--- config.mk ---
export PLATFORM = sky130hd
export DESIGN_NAME = dma_reqmask
export DESIGN_NICKNAME = d
export VERILOG_FILES = /design/src/rtl/dma_reqmask.sv
export SDC_FILE = /design/constraint.sdc
export NUM_CORES = 1
export LEC_CHECK = 0
export CAP_MARGIN = 10
export CORE_MARGIN = 1.5
export CORE_UTILIZATION = 45
export CTS_CLUSTER_DIAMETER = 30
export CTS_CLUSTER_SIZE = 30
export DETAILED_ROUTE_END_ITERATION = 10
export DONT_BUFFER_PORTS = 1
export GPL_TIMING_DRIVEN = 0
export HOLD_SLACK_MARGIN = 0.05
export SYNTH_ARGS = -nofsm -noshare
export SYNTH_HDL_FRONTEND = slang
export SYNTH_SLANG_ARGS = --single-unit
--- constraint.sdc ---
create_clock -name clk -period 2.2 [get_ports clk]
set_input_delay 0.44 -clock clk [delete_from_list [all_inputs] [get_ports clk]]
set_output_delay 0.44 -clock clk [all_outputs]
set_load 0.005 [all_outputs]
--- src/rtl/dma_reqmask.sv ---
module dma_reqmask #(
  parameter int NCH = 4,
  localparam int CW = $clog2(NCH)
) (
  input  logic           clk,
  input  logic           rst_n,
  input  logic           mclr,
  input  logic           cs,
  input  logic           wr,
  input  logic           port_sel,
  input  logic [7:0]     wdata,
  input  logic [NCH-1:0] dreq,
  input  logic [NCH-1:0] block_mode,
  input  logic [NCH-1:0] autoinit,
  input  logic [NCH-1:0] tc,
  input  logic           casc_mask,
  output logic [NCH-1:0] eff_req,
  output logic [NCH-1:0] mask,
  output logic [NCH-1:0] sreq_stat
);

  logic [NCH-1:0] sreq;
  logic [CW-1:0]  chan;
  logic           val, req_wr, msk_wr;

  assign chan   = wdata[CW-1:0];
  assign val    = wdata[CW];
  assign req_wr = cs & wr & ~port_sel;
  assign msk_wr = cs & wr & port_sel;
  assign sreq_stat = sreq;

  always_ff @(posedge clk or negedge rst_n) begin
    if (!rst_n) begin
      sreq    <= '0;
      mask    <= '1;
      eff_req <= '0;
    end else if (mclr) begin
      sreq    <= '0;
      mask    <= '1;
      eff_req <= '0;
    end else begin
      for (int i = 0; i < NCH; i++) begin
        if (tc[i])                          sreq[i] <= 1'b0;
        else if (req_wr && chan == CW'(i))  sreq[i] <= val;
        if (tc[i] && !autoinit[i])          mask[i] <= 1'b1;
        else if (msk_wr && chan == CW'(i))  mask[i] <= val;
      end
      eff_req <= casc_mask ? '0 : ((dreq & ~mask) | (sreq & block_mode));
    end
  end


  mclr_defaults_chk: assert property (@(posedge clk) disable iff (!rst_n)
    mclr |=> (sreq == '0 && mask == '1 && eff_req == '0));


  tc_clears_req_chk: assert property (@(posedge clk) disable iff (!rst_n)
    (|tc) |=> ((sreq & $past(tc)) == '0));


  tc_sets_mask_chk: assert property (@(posedge clk) disable iff (!rst_n)
    (|(tc & ~autoinit)) |=> ((~mask & $past(tc & ~autoinit)) == '0));


  cascade_block_chk: assert property (@(posedge clk) disable iff (!rst_n)
    casc_mask |=> (eff_req == '0));


  no_strobe_hold_chk: assert property (@(posedge clk) disable iff (!rst_n)
    (!(cs && wr) && tc == '0 && !mclr) |=> ($stable(sreq) && $stable(mask)));

endmodule

# Word level (Yosys, flattened, before mapping)
# Cells that the tools add are included.
[op_classes]
n_eq_ne = 3
muxes = 20
bitwise_logic = 8
reduce_logical = 25
[op_table]
columns = ["op", "n"]
rows = [
  ["nonzero test 3 bit", 8],
  ["2-to-1 mux 1 bit", 16],
  ["2-to-1 mux 4 bit", 4],
  ["logical AND 1 bit", 12],
  ["AND 4 bit", 2],
  ["== test 2 bit (second input constant)", 2],
  ["zero test 1 bit", 4],
  ["inverter 4 bit", 1],
  ["bitwise OR 4 bit", 1],
  ["AND 1 bit", 3],
  ["== test 2 x 1 -> 1 bit (second input constant)", 1],
  ["zero test 2 bit", 1],
  ["inverter 1 bit", 1],
]
[totals]
register_bits = 12
inputBits = 31
output_inout_bits = 12
elab_cells = 65

# Depth between registers and ports, before layout
# Gate-level depths: netlist (run 1).
[depth]
depth_word = 6
ltp_mapped = 3
ltp_nobuf = 3

# Worst setup path after synthesis (run 1)
# Ideal clock, no wire load.
[synth_timing]
path_type = "input -> register"
start = "input port port_sel"
end = "register sreq[3], in the netlist sreq_stat[3]"
setup_time_ps = 87
arrival_time_ps = 1182
path_slack_ps = 931
path_stages = 3
path_cell_list = "nand3b_1 > or3_1 > a211oi_2"
[synth_via]
elab_chain_cells = 4
[synth_rtl]
columns = ["item", "line_no", "text"]
rows = [
  ["start, declared", "10", "input logic port_sel,"],
  ["inverter 1 bit", "28", "assign req_wr = cs & wr & ~port_sel;"],
  ["AND 1 bit", "28", ""],
  ["logical AND 1 bit", "44", "else if (req_wr && chan == CW'(i)) sreq[i] <= val;"],
  ["nonzero test 3 bit (no source line)", "n/a", ""],
  ["end signal, assigned by index", "44", ""],
  ["end, declared", "22", "logic [NCH-1:0] sreq;"],
]
# No other way between the ends.
# A chain may end at the register's enable or synchronous reset.

# Worst setup path in the final report (run 1)
[layout_timing]
start = "register mask[3]"
end = "output port mask[3]"
[layout_rtl]
columns = ["item", "line_no", "text"]
rows = [
  ["start, declared", "18", "output logic [NCH-1:0] mask,"],
  ["start signal, assigned by index", "46", "else if (msk_wr && chan == CW'(i)) mask[i] <= val;"],
]
# No word-level cell between the ends.

==> summary.md, run 1 <==
| Metric | Value |
|---|---|
| IO Port Bufs | `0` |
| Number of gates given a new drive strength after cts | `0` |
| HPWL reported at the end of detailed placement | `1020 um` |
| Cells after synthesis | `62` |
| Worst R2R End | `eff_req[0]` |
| Number of maximum-capacitance constraint violations | `0` |
| Filler cell count in the final layout | `122` |
| Std cell rows | `13` |
| Share of the synthesized area in the top cell type | `33.1%` |
| Aggregate global-route resource usage | `20.7%` |
| Warnings from Yosys | `0` |
| Final period demand of the worst path | `1.27 ns` |
| Antenna violations before repair | `0` |
| Cell types with the largest area share after synthesis | `dfrtp_1 33%, dfstp_2 17%, a211oi_2 6.2%` |
| RSZ-0062 raised after global routing | `false` |
| Power per Cell Area | `596 mW/mm^2` |
| Cells on Worst Hold Path | `1` |
| Net count, final | `99` |
| Dominant cell type by area after synthesis | `dfrtp_1` |
| Worst voltage drop across the vdd grid | `0.256 mV` |
| First-pass GRT wire length | `2120 um` |
| Number of hold-repair buffers added at the cts stage | `1` |
| Post-route design area | `656 um^2` |
| Routed WL per cell | `16.5 um` |
| Number of global-route vias before repair | `486` |
| R2r startpoint | `mask[0]` |
| Insertion delay to the later sink of the worst-skew pair | `0.27 ns` |
| Antenna-violating nets left | `0` |
| Share of synthesized area occupied by flip-flops and latches | `50.5%` |
| Clock tree from TritonCTS | `done` |
| Worst hold path startpoint | `tc[2]` |
| Synth cell types | `20` |
| Die height | `39.6 um` |
| Vias per cell | `6.12` |
| Core region area | `0.00127 mm^2` |
| Transition time at the pin with the least slew margin | `0.548 ns` |
| Top cells by count, synth | `9 x inv_1, 8 x dfrtp_1` |
| Max-slew headroom at the worst pin | `63.3%` |
| Clock Pin Slew Worst Setup and Hold Paths | `0.07 ns` |
| Post-layout utilization of the core | `51.7%` |
| Count of endpoints failing setup in the final report | `0` |
| Result of the run | `finished clean` |
| Share of final-layout standard cells stronger than drive strength 1 | `15.2%` |
| Die Width | `39.6 um` |
| GRT Residual Overflow | `0` |
| Total length of routed wires | `1330 um` |
| Io pins | `43` |
| Flip-flop cell with the highest count after synthesis | `dfrtp_1` |
| CP Data Required Time | `1.76 ns` |
| Longest Clk Path Bufs | `2` |
| Number of DRC violations after detailed-routing iteration 0 | `9` |
| Per-instance average area after synthesis | `9.75 um^2` |
| Detailed Routing Iterations Pass 1 | `4` |
| Net count after synthesis | `93` |
| Max-slew violation total from the final report | `0` |
| Root Buffer | `clkbuf_4` |
| Setup Buffers After CTS | `0` |
| H-Tree Depth | `1` |
| Number of remaining DRC errors | `0` |
| Post-synthesis cell area | `604 um^2` |
| Starting density of the core | `47.6%` |
| Number of flops mapped to enable cells by yosys | `0` |
| Maximum clock skew at final layout | `0.000690 ns` |
| Critical path endpoint category | `output port` |
| Number of synthesized register bits | `12` |
| Worst Hold End | `sreq_stat[2]` |
| Maximum fanout along the worst path | `3` |
| Highest clock rate | `788 MHz` |
| Total count of hold-check failures in the final report | `0` |
| Share of the clock period used by the worst path after layout | `57.7%` |
| Data arrival time at the worst-slack endpoint | `0.83 ns` |
| Hold crit path type | `in -> reg` |
| Number of cells on the worst reg-to-reg path | `3` |
| CTS Buf Count | `3` |
| Class of the most critical setup path | `reg -> out` |
| Count of vias placed by the detailed router | `496` |
| Clock sink count | `12` |
| Maximum number of pins on one net before global-route repair | `13` |
| Setup total negative slack | `0 ns` |
| Syn-to-layout area delta | `8.49%` |
| Leakage power | `0.285 nW` |
| Hold Worst Slack | `0.213 ns` |
| Worst Setup Start Kind | `register` |
| Antenna cells | `0` |
| Most frequent cell after synthesis | `inv_1` |
| Placer Congestion | `0.721` |
| Placed standard-cell area | `623 um^2` |
| Fraction of registers with async set or reset after synthesis | `100%` |
| Die area | `0.00157 mm^2` |
| Slack of the worst reg-to-reg path | `1.20 ns` |
==> where the power goes <==
part | internal [mW] | switching, mW | total (mW) | leakage, nW
Combinational | 0.00908 | 0.0197 | 0.0287 | 0.117
Clock | 0.0634 | 0.0738 | 0.137 | 0.0138
Sequential | 0.223 | 0.00146 | 0.225 | 0.154
Total | 0.296 | 0.0949 | 0.390 | 0.285
==> state kept, by name (all words and copies together) (netlist names) <==
register   flops
eff_req        4
mask           4
sreq_stat      4
==> cells in the final DEF (no fill, tap or decap), drive strengths merged <==
cell,count
dfrtp,8
clkbuf,4
o41ai,1
a21oi,4
a211oi,3
nor2,2
inv,9
dlygate4sd3,1
nand3b,1
a22oi,4
nor3,4
o311ai,4
nand2b,3
nand2,2
nand3,1
o21ai,6
dfstp,4
or3,3
o211ai,1
o31ai,1
==> metal layers <==
layer	vias to the layer above	track usage [%]	routed length, um
li1	241	-	-
met1	221	28.6	611
met2	29	28.7	596
met3	5	4.55	96
met4	0	12.9	29
met5	-	0	0
==> worst max-delay path by stage <==
stage                         from      endpoint  slack (ns)  depth (start not counted)
after floorplan           port_sel  sreq_stat[3]        0.93                          3
after global placement    port_sel  sreq_stat[1]        0.83                          3
after detailed placement  port_sel  sreq_stat[1]        0.80                          3
after CTS                  mask[3]       mask[3]        0.93                          0
after global routing       mask[1]       mask[1]        0.90                          0
final                      mask[3]       mask[3]        0.93                          0
==> final cells by class <==
cell class / instances / area (um^2) / area share [%]
clock buffers: 3 / 22.5 / 3.44
repair buffers: 1 / 10.0 / 1.53
inverters: 9 / 33.8 / 5.15
multi-input cells: 40 / 262 / 39.9
plain buffers: 1 / 3.75 / 0.573
flip-flops and latches: 12 / 305 / 46.6
well taps: 15 / 18.8 / 2.86
==> per-stage QoR <==
stage          cells  setup slack [ns]  total power, mW
2_1_floorplan     62             0.931            0.247
3_3_place_gp      77             0.825            0.252
3_5_place_dp      77             0.801            0.252
4_1_cts           81             0.928            0.390
5_1_grt           81             0.903            0.409
6_report          81             0.931            0.390
==> logic make-up (layout without fill, tap and decap cells) <==
family                 count (synthesis)  after routing  synth area share [%]
buffers and inverters                 10             14                  6.21
AOI/OAI and AO/OA                     24             24                  29.2
and+or+nand+nor                       16             16                  14.1
DFF                                   12             12                  50.5
(Power assumes the default switching activity.)
==> inputs of run 2 (changes only) <==
==> constraint.sdc (replaced) <==
create_clock -name clk -period 1.2 [get_ports clk]
set_input_delay 0.24 -clock clk [delete_from_list [all_inputs] [get_ports clk]]
set_output_delay 0.24 -clock clk [all_outputs]
set_load 0.005 [all_outputs]
==> run 2 against run 1 <==
- critical path depth unchanged
- non-clock buffer count up 6
- global-route usage up 1.1 points
- sequential share of layout area down 3.9 points
- worst hold slack worse by 0.13 ns
- largest power group unchanged
- highest routed layer unchanged
==> summary.md, run 2 (synthesis gave the netlist of run 1 again) <==
| Metric | Value |
|---|---|
| Result of the run | `finished clean (unchanged)` |
| Number of cells in the finished layout apart from fillers | `87 (was 81)` |
| Clock Pin Slew Worst Setup and Hold Paths | `0.07 ns (about the same)` |
| Maximum fanout along the worst path | `3 (unchanged)` |
| Hold Worst Slack | `0.0814 ns (was 0.213 ns)` |
| GRT Residual Overflow | `0 (unchanged)` |
| Antenna violations before repair | `0 (unchanged)` |
| Post-route design area | `716 um^2 (was 656 um^2)` |
| Core region area | `0.00127 mm^2 (unchanged)` |
| Vias per cell | `5.99 (was 6.12)` |
| Hold crit path type | `in -> reg (unchanged)` |
| Class of the most critical setup path | `reg -> out (unchanged)` |
| Maximum number of pins on one net before global-route repair | `13 (unchanged)` |
| CP Data Required Time | `0.96 ns (was 1.76 ns)` |
| Clock sink count | `12 (unchanged)` |
| Syn-to-layout area delta | `18.4% (was 8.49%)` |
| Detailed Routing Iterations Pass 1 | `3 (was 4)` |
| Count of vias placed by the detailed router | `521 (was 496)` |
| Transition time at the pin with the least slew margin | `0.555 ns (was 0.548 ns)` |
| First-pass GRT wire length | `2200 um (was 2120 um)` |
| Number of DRC violations after detailed-routing iteration 0 | `10 (was 9)` |
| Setup total negative slack | `0 ns (unchanged)` |
| Share of the clock period used by the worst path after layout | `89.2%` |
| Placed standard-cell area | `623 um^2 (unchanged)` |
| Max-slew violation total from the final report | `0 (unchanged)` |
| Die area | `0.00157 mm^2 (unchanged)` |
| Number of maximum-capacitance constraint violations | `0 (unchanged)` |
| Worst voltage drop across the vdd grid | `0.550 mV (was 0.256 mV)` |
| Worst Setup Start Kind | `register (unchanged)` |
| Root Buffer | `clkbuf_4 (unchanged)` |
| H-Tree Depth | `1 (unchanged)` |
| Filler cell count in the final layout | `122 (unchanged)` |
| Number of remaining DRC errors | `0 (unchanged)` |
| Die height | `39.6 um (unchanged)` |
| Die Width | `39.6 um (unchanged)` |
| Worst-case setup margin in the final layout | `0.130 ns (was 0.931 ns)` |
| Leakage power | `0.310 nW (was 0.285 nW)` |
| Std cell rows | `13 (unchanged)` |
| Commonest non-fill, non-tap cells in the layout | `9 x inv_1, 8 x dfrtp_1, 7 x dlygate4sd3_1 (was 9 x inv_1, 8 x dfrtp_1)` |
| Highest clock rate | `935 MHz` |
| Io pins | `43 (unchanged)` |
| RSZ-0062 raised after global routing | `false (unchanged)` |
| Insertion delay to the later sink of the worst-skew pair | `0.27 ns (about the same)` |
| Aggregate global-route resource usage | `21.8% (was 20.7%)` |
| Critical path endpoint category | `output port (unchanged)` |
| Final period demand of the worst path | `1.07 ns` |
| Placer Congestion | `0.721 (unchanged)` |
| Data arrival time at the worst-slack endpoint | `0.83 ns (about the same)` |
| CTS Buf Count | `3 (unchanged)` |
| Longest Clk Path Bufs | `2 (unchanged)` |
| Number of gates given a new drive strength after cts | `0 (unchanged)` |
| Net count, final | `105 (was 99)` |
| Worst setup slack after placement | `0.00142 ns (was 0.801 ns)` |
| Starting density of the core | `47.6% (unchanged)` |
| Total instance count after detailed placement | `77 (unchanged)` |
| Number of global-route vias before repair | `508 (was 486)` |
| Routed WL per cell | `15.7 um (was 16.5 um)` |
| Total count of hold-check failures in the final report | `0 (unchanged)` |
| Max-slew headroom at the worst pin | `62.9% (was 63.3%)` |
| Overall power after layout | `0.736 mW (was 0.390 mW)` |
| Total length of routed wires | `1370 um (was 1330 um)` |
| Maximum clock skew at final layout | `0.000406 ns (was 0.000690 ns)` |
| Most common library cell in the layout ignoring fill and taps | `inv_1 (unchanged)` |
| IO Port Bufs | `0 (unchanged)` |
| Clock tree from TritonCTS | `done (unchanged)` |
| Antenna-violating nets left | `0 (unchanged)` |
| HPWL reported at the end of detailed placement | `1020 um (unchanged)` |
| Share of final-layout standard cells stronger than drive strength 1 | `13.9% (was 15.2%)` |
| Post-layout utilization of the core | `56.4% (was 51.7%)` |
| Antenna cells | `0 (unchanged)` |
| Count of endpoints failing setup in the final report | `0 (unchanged)` |
| Power per Cell Area | `1030 mW/mm^2 (was 596 mW/mm^2)` |
-- run 2: final timing paths --
path	to	cells after the start	slack [ns]	start
hold reg to reg	mask[0]	2	0.54	mask[0]
min in group asynchronous	eff_req[3]	1	0.39	rst_n
hold / removal	mask[3]	2	0.08	mclr
setup reg to reg	eff_req[0]	3	0.20	mask[0]
max in group asynchronous	mask[0]	1	0.44	rst_n
setup / recovery	mask[3]	0	0.13	mask[3]
-- run 2: what timing repair did --
item	in CTS	in global routing
endpoints found under the hold margin	19	1
hold buffers	5	2
setup buffers	0	0
-- run 2: power by group --
part           switching (mW)  total, mW  internal (mW)
clock network           0.136      0.253          0.116
registers             0.00269      0.412          0.409
logic                  0.0418     0.0715         0.0297
total                   0.181      0.736          0.555
-- run 2: worst register-to-register path: stages, from the launching register on --
cell     delay [ns]
dfstp_2        0.56
inv_1          0.05
a22oi_1        0.20
nor3_1         0.07
-- run 2: area by class of cell --
| type | instances | area, um^2 | share of cell area (%) |
|---|---|---|---|
| multi-input combinational | 40 | 262 | 36.5 |
| tap | 15 | 18.8 | 2.62 |
| clock buffer | 3 | 22.5 | 3.15 |
| sequential | 12 | 305 | 42.7 |
| timing repair buffer | 7 | 70.1 | 9.79 |
| buffer | 1 | 3.75 | 0.524 |
| inverter | 9 | 33.8 | 4.72 |
-- run 2: layer usage --
metal	track usage [%]	up-vias	share of wire [%]
met5	0	-	0
met4	15.5	0	2.6
met3	3.98	5	6.2
met2	30.3	27	45
met1	29.7	235	46
li1	-	254	-
==> inputs of run 3 (changes only) <==
--- a/config.mk
+++ b/config.mk
@@ -7,13 +7,14 @@
 export LEC_CHECK = 0
 export CAP_MARGIN = 10
 export CORE_MARGIN = 1.5
-export CORE_UTILIZATION = 45
+export CORE_UTILIZATION = 32
 export CTS_CLUSTER_DIAMETER = 30
 export CTS_CLUSTER_SIZE = 30
 export DETAILED_ROUTE_END_ITERATION = 10
 export DONT_BUFFER_PORTS = 1
 export GPL_TIMING_DRIVEN = 0
 export HOLD_SLACK_MARGIN = 0.05
+export PLACE_DENSITY = 0.45
 export SYNTH_ARGS = -nofsm -noshare
 export SYNTH_HDL_FRONTEND = slang
 export SYNTH_SLANG_ARGS = --single-unit
==> run 3 against run 2 <==
- power grew 11%
- sequential share of layout area shrank 1.5 points
- utilization shrank 14 points
- first-iteration DRC count shrank 60%
- clock skew grew 0.0075 ns
- die area grew 37%
- sequential power is essentially flat
- register-to-register slack lost 0.03 ns
- combinational power grew 0.7%
- wire length grew 11%
- worst setup slack lost 0.0080 ns
==> summary.md, run 3 (synthesis gave the netlist of run 1 again) <==
| Metric | Value |
|---|---|
| Number of DRC violations after detailed-routing iteration 0 | `4 (was 10)` |
| Syn-to-layout area delta | `22.8% (was 18.4%)` |
| Insertion delay to the later sink of the worst-skew pair | `0.28 ns (was 0.27 ns)` |
| NetSw | `0.194 mW (was 0.181 mW)` |
| Number of maximum-capacitance constraint violations | `0 (unchanged)` |
| Share of final-layout standard cells stronger than drive strength 1 | `15.1% (was 13.9%)` |
| Longest Clk Path Bufs | `2 (unchanged)` |
| Aggregate global-route resource usage | `16.1% (was 21.8%)` |
| Maximum fanout along the worst path | `3 (unchanged)` |
| Antenna-violating nets left | `0 (unchanged)` |
| Number of remaining DRC errors | `0 (unchanged)` |
| Setup total negative slack | `0 ns (unchanged)` |
| Data arrival time at the worst-slack endpoint | `0.84 ns (was 0.83 ns)` |
| Footprint of the multi-input gates | `262 um^2 (unchanged)` |
| Leakage power | `0.317 nW (was 0.310 nW)` |
| Std cell rows | `15 (was 13)` |
| Max-slew headroom at the worst pin | `61.2% (was 62.9%)` |
| Transition time at the pin with the least slew margin | `0.580 ns (was 0.555 ns)` |
| Filler cell count in the final layout | `176 (was 122)` |
| Worst voltage drop across the vdd grid | `0.439 mV (was 0.550 mV)` |
| Post-layout utilization of the core | `42.5% (was 56.4%)` |
| Antenna cells | `0 (unchanged)` |
| Io pins | `43 (unchanged)` |
| Clock sink count | `12 (unchanged)` |
| Worst-case setup margin in the final layout | `0.122 ns (was 0.130 ns)` |
| Max-slew violation total from the final report | `0 (unchanged)` |
| H-Tree Depth | `1 (unchanged)` |
| Worst Setup Start Kind | `register (unchanged)` |
| Power per Cell Area | `1100 mW/mm^2 (was 1030 mW/mm^2)` |
| Area taken by flip-flops and latches | `305 um^2 (unchanged)` |
| R2r startpoint | `mask[0] (unchanged)` |
| Starting density of the core | `34.6% (was 47.6%)` |
| Count of endpoints failing setup in the final report | `0 (unchanged)` |
| Final period demand of the worst path | `1.08 ns (was 1.07 ns)` |
| Net count, final | `105 (unchanged)` |
| Antenna violations before repair | `0 (unchanged)` |
| Share of the clock period used by the worst path after layout | `89.8% (was 89.2%)` |
| GRT Residual Overflow | `0 (unchanged)` |
| Portion of total power attributed to combinational logic | `8.8% (was 9.7%)` |
| Maximum clock skew at final layout | `0.00788 ns (was 0.000406 ns)` |
| Worst hold path startpoint | `mclr (unchanged)` |
| Root Buffer | `clkbuf_4 (unchanged)` |
| Setup Buffers After CTS | `0 (unchanged)` |
| Vias per cell | `5.27 (was 5.99)` |
| Hold Worst Slack | `0.0763 ns (was 0.0814 ns)` |
| Die area | `0.00216 mm^2 (was 0.00157 mm^2)` |
| Clock Pin Slew Worst Setup and Hold Paths | `0.09 ns (was 0.07 ns)` |
| Die Width | `46.5 um (was 39.6 um)` |
| Die height | `46.5 um (was 39.6 um)` |
| Result of the run | `finished clean (unchanged)` |
| Routed WL per cell | `15.5 um (was 15.7 um)` |
| Total length of routed wires | `1520 um (was 1370 um)` |
| Worst setup slack after placement | `0.0103 ns (was 0.00142 ns)` |
| Clock tree from TritonCTS | `done (unchanged)` |
| First-pass GRT wire length | `2370 um (was 2200 um)` |
| Hold crit path type | `in -> reg (unchanged)` |
| Highest clock rate | `928 MHz (was 935 MHz)` |
| Switching Share | `23.7% (was 24.6%)` |
| Detailed Routing Iterations Pass 1 | `4 (was 3)` |
| Crit path from | `mask[0] (was mask[3])` |
| Clk pwr share | `40.8% (was 34.3%)` |
| Internal power contribution | `0.623 mW (was 0.555 mW)` |
| Placer Congestion | `0.664 (was 0.721)` |
| Commonest non-fill, non-tap cells in the layout | `9 x inv_1, 8 x dfrtp_1, 7 x dlygate4sd3_1 (unchanged)` |
| RSZ-0062 raised after global routing | `false (unchanged)` |
| Count of vias placed by the detailed router | `516 (was 521)` |
| CP Data Required Time | `0.96 ns (about the same)` |
| Number of global-route vias before repair | `524 (was 508)` |
| Total count of hold-check failures in the final report | `0 (unchanged)` |
| CTS Buf Count | `3 (unchanged)` |
| Maximum number of pins on one net before global-route repair | `13 (unchanged)` |
| Core region area | `0.00175 mm^2 (was 0.00127 mm^2)` |
| HPWL reported at the end of detailed placement | `1100 um (was 1020 um)` |
| Critical path endpoint category | `output port (unchanged)` |
| IO Port Bufs | `0 (unchanged)` |
| Class of the most critical setup path | `reg -> out (unchanged)` |
| Most common library cell in the layout ignoring fill and taps | `inv_1 (unchanged)` |
| Sequential group share of total power | `50.4% (was 56.0%)` |
-- run 3: cell types whose count changed in the layout (fill, tap and decap cells not counted) --
| cell | change |
|---|---|
| clkbuf_8 | +1 |
-- run 3: cell type report --
type                    count  share of cell area (%)
plain buffers               1                   0.506
clock buffers               4                    4.89
inverters                   9                    4.55
multi-input cells          40                    35.2
flip-flops and latches     12                    41.1
well taps                  25                    4.22
repair buffers              7                    9.44
-- run 3: layer usage --
| metal | global-route usage (%) | wire, um | part of all wire [%] | vias up |
|---|---|---|---|---|
| li1 | - | - | - | 250 |
| met4 | 6.86 | 15 | 0.99 | 0 |
| met2 | 25.3 | 780 | 51 | 24 |
| met5 | 0 | 0 | 0 | - |
| met3 | 3.92 | 86 | 5.7 | 2 |
| met1 | 20.9 | 634 | 42 | 240 |
-- run 3: path summary, 6_finish.rpt --
path                                endpoint  slack [ns]  cells after the start
worst max register to register    eff_req[0]        0.17                      3
worst max-delay path                 mask[0]        0.12                      0
max in group asynchronous       sreq_stat[0]        0.42                      1
worst min register to register       mask[0]        0.54                      2
worst min-delay path                 mask[3]        0.08                      2
min in group asynchronous         eff_req[2]        0.39                      1
-- run 3: worst reg2reg max path, delay by kind of cell, from the launching register on --
family	cells	cell delay [ns]
AND/OR/NAND/NOR	1	0.07
AO/OA/AOI/OAI	1	0.22
flip-flops	1	0.56
buffers and inverters	1	0.05
-- run 3: stage by stage --
step | cells | area, um^2 | total power [mW]
after floorplan | 62 | 604 | 0.453
after global placement | 87 | 636 | 0.463
after detailed placement | 87 | 636 | 0.463
after CTS | 98 | 742 | 0.827
after global routing | 98 | 742 | 0.851
final | 98 | 742 | 0.817
-- run 3: timing repair --
| item | 4_1_cts | 5_1_grt |
|---|---|---|
| endpoints found under the hold margin | 20 | 0 |
| resized for setup | 0 | 0 |
| setup endpoints to repair | 0 | 0 |
| hold buffers | 7 | 0 |
-- run 3: power groups by stage --
stage / clock network, mW / registers [mW] / logic, mW
after detailed placement: 0 / 0.420 / 0.0438
after CTS: 0.341 / 0.412 / 0.0738
after global routing: 0.357 / 0.413 / 0.0819
after global placement: 0 / 0.420 / 0.0436
after floorplan: 0 / 0.419 / 0.0345
final: 0.333 / 0.412 / 0.0720
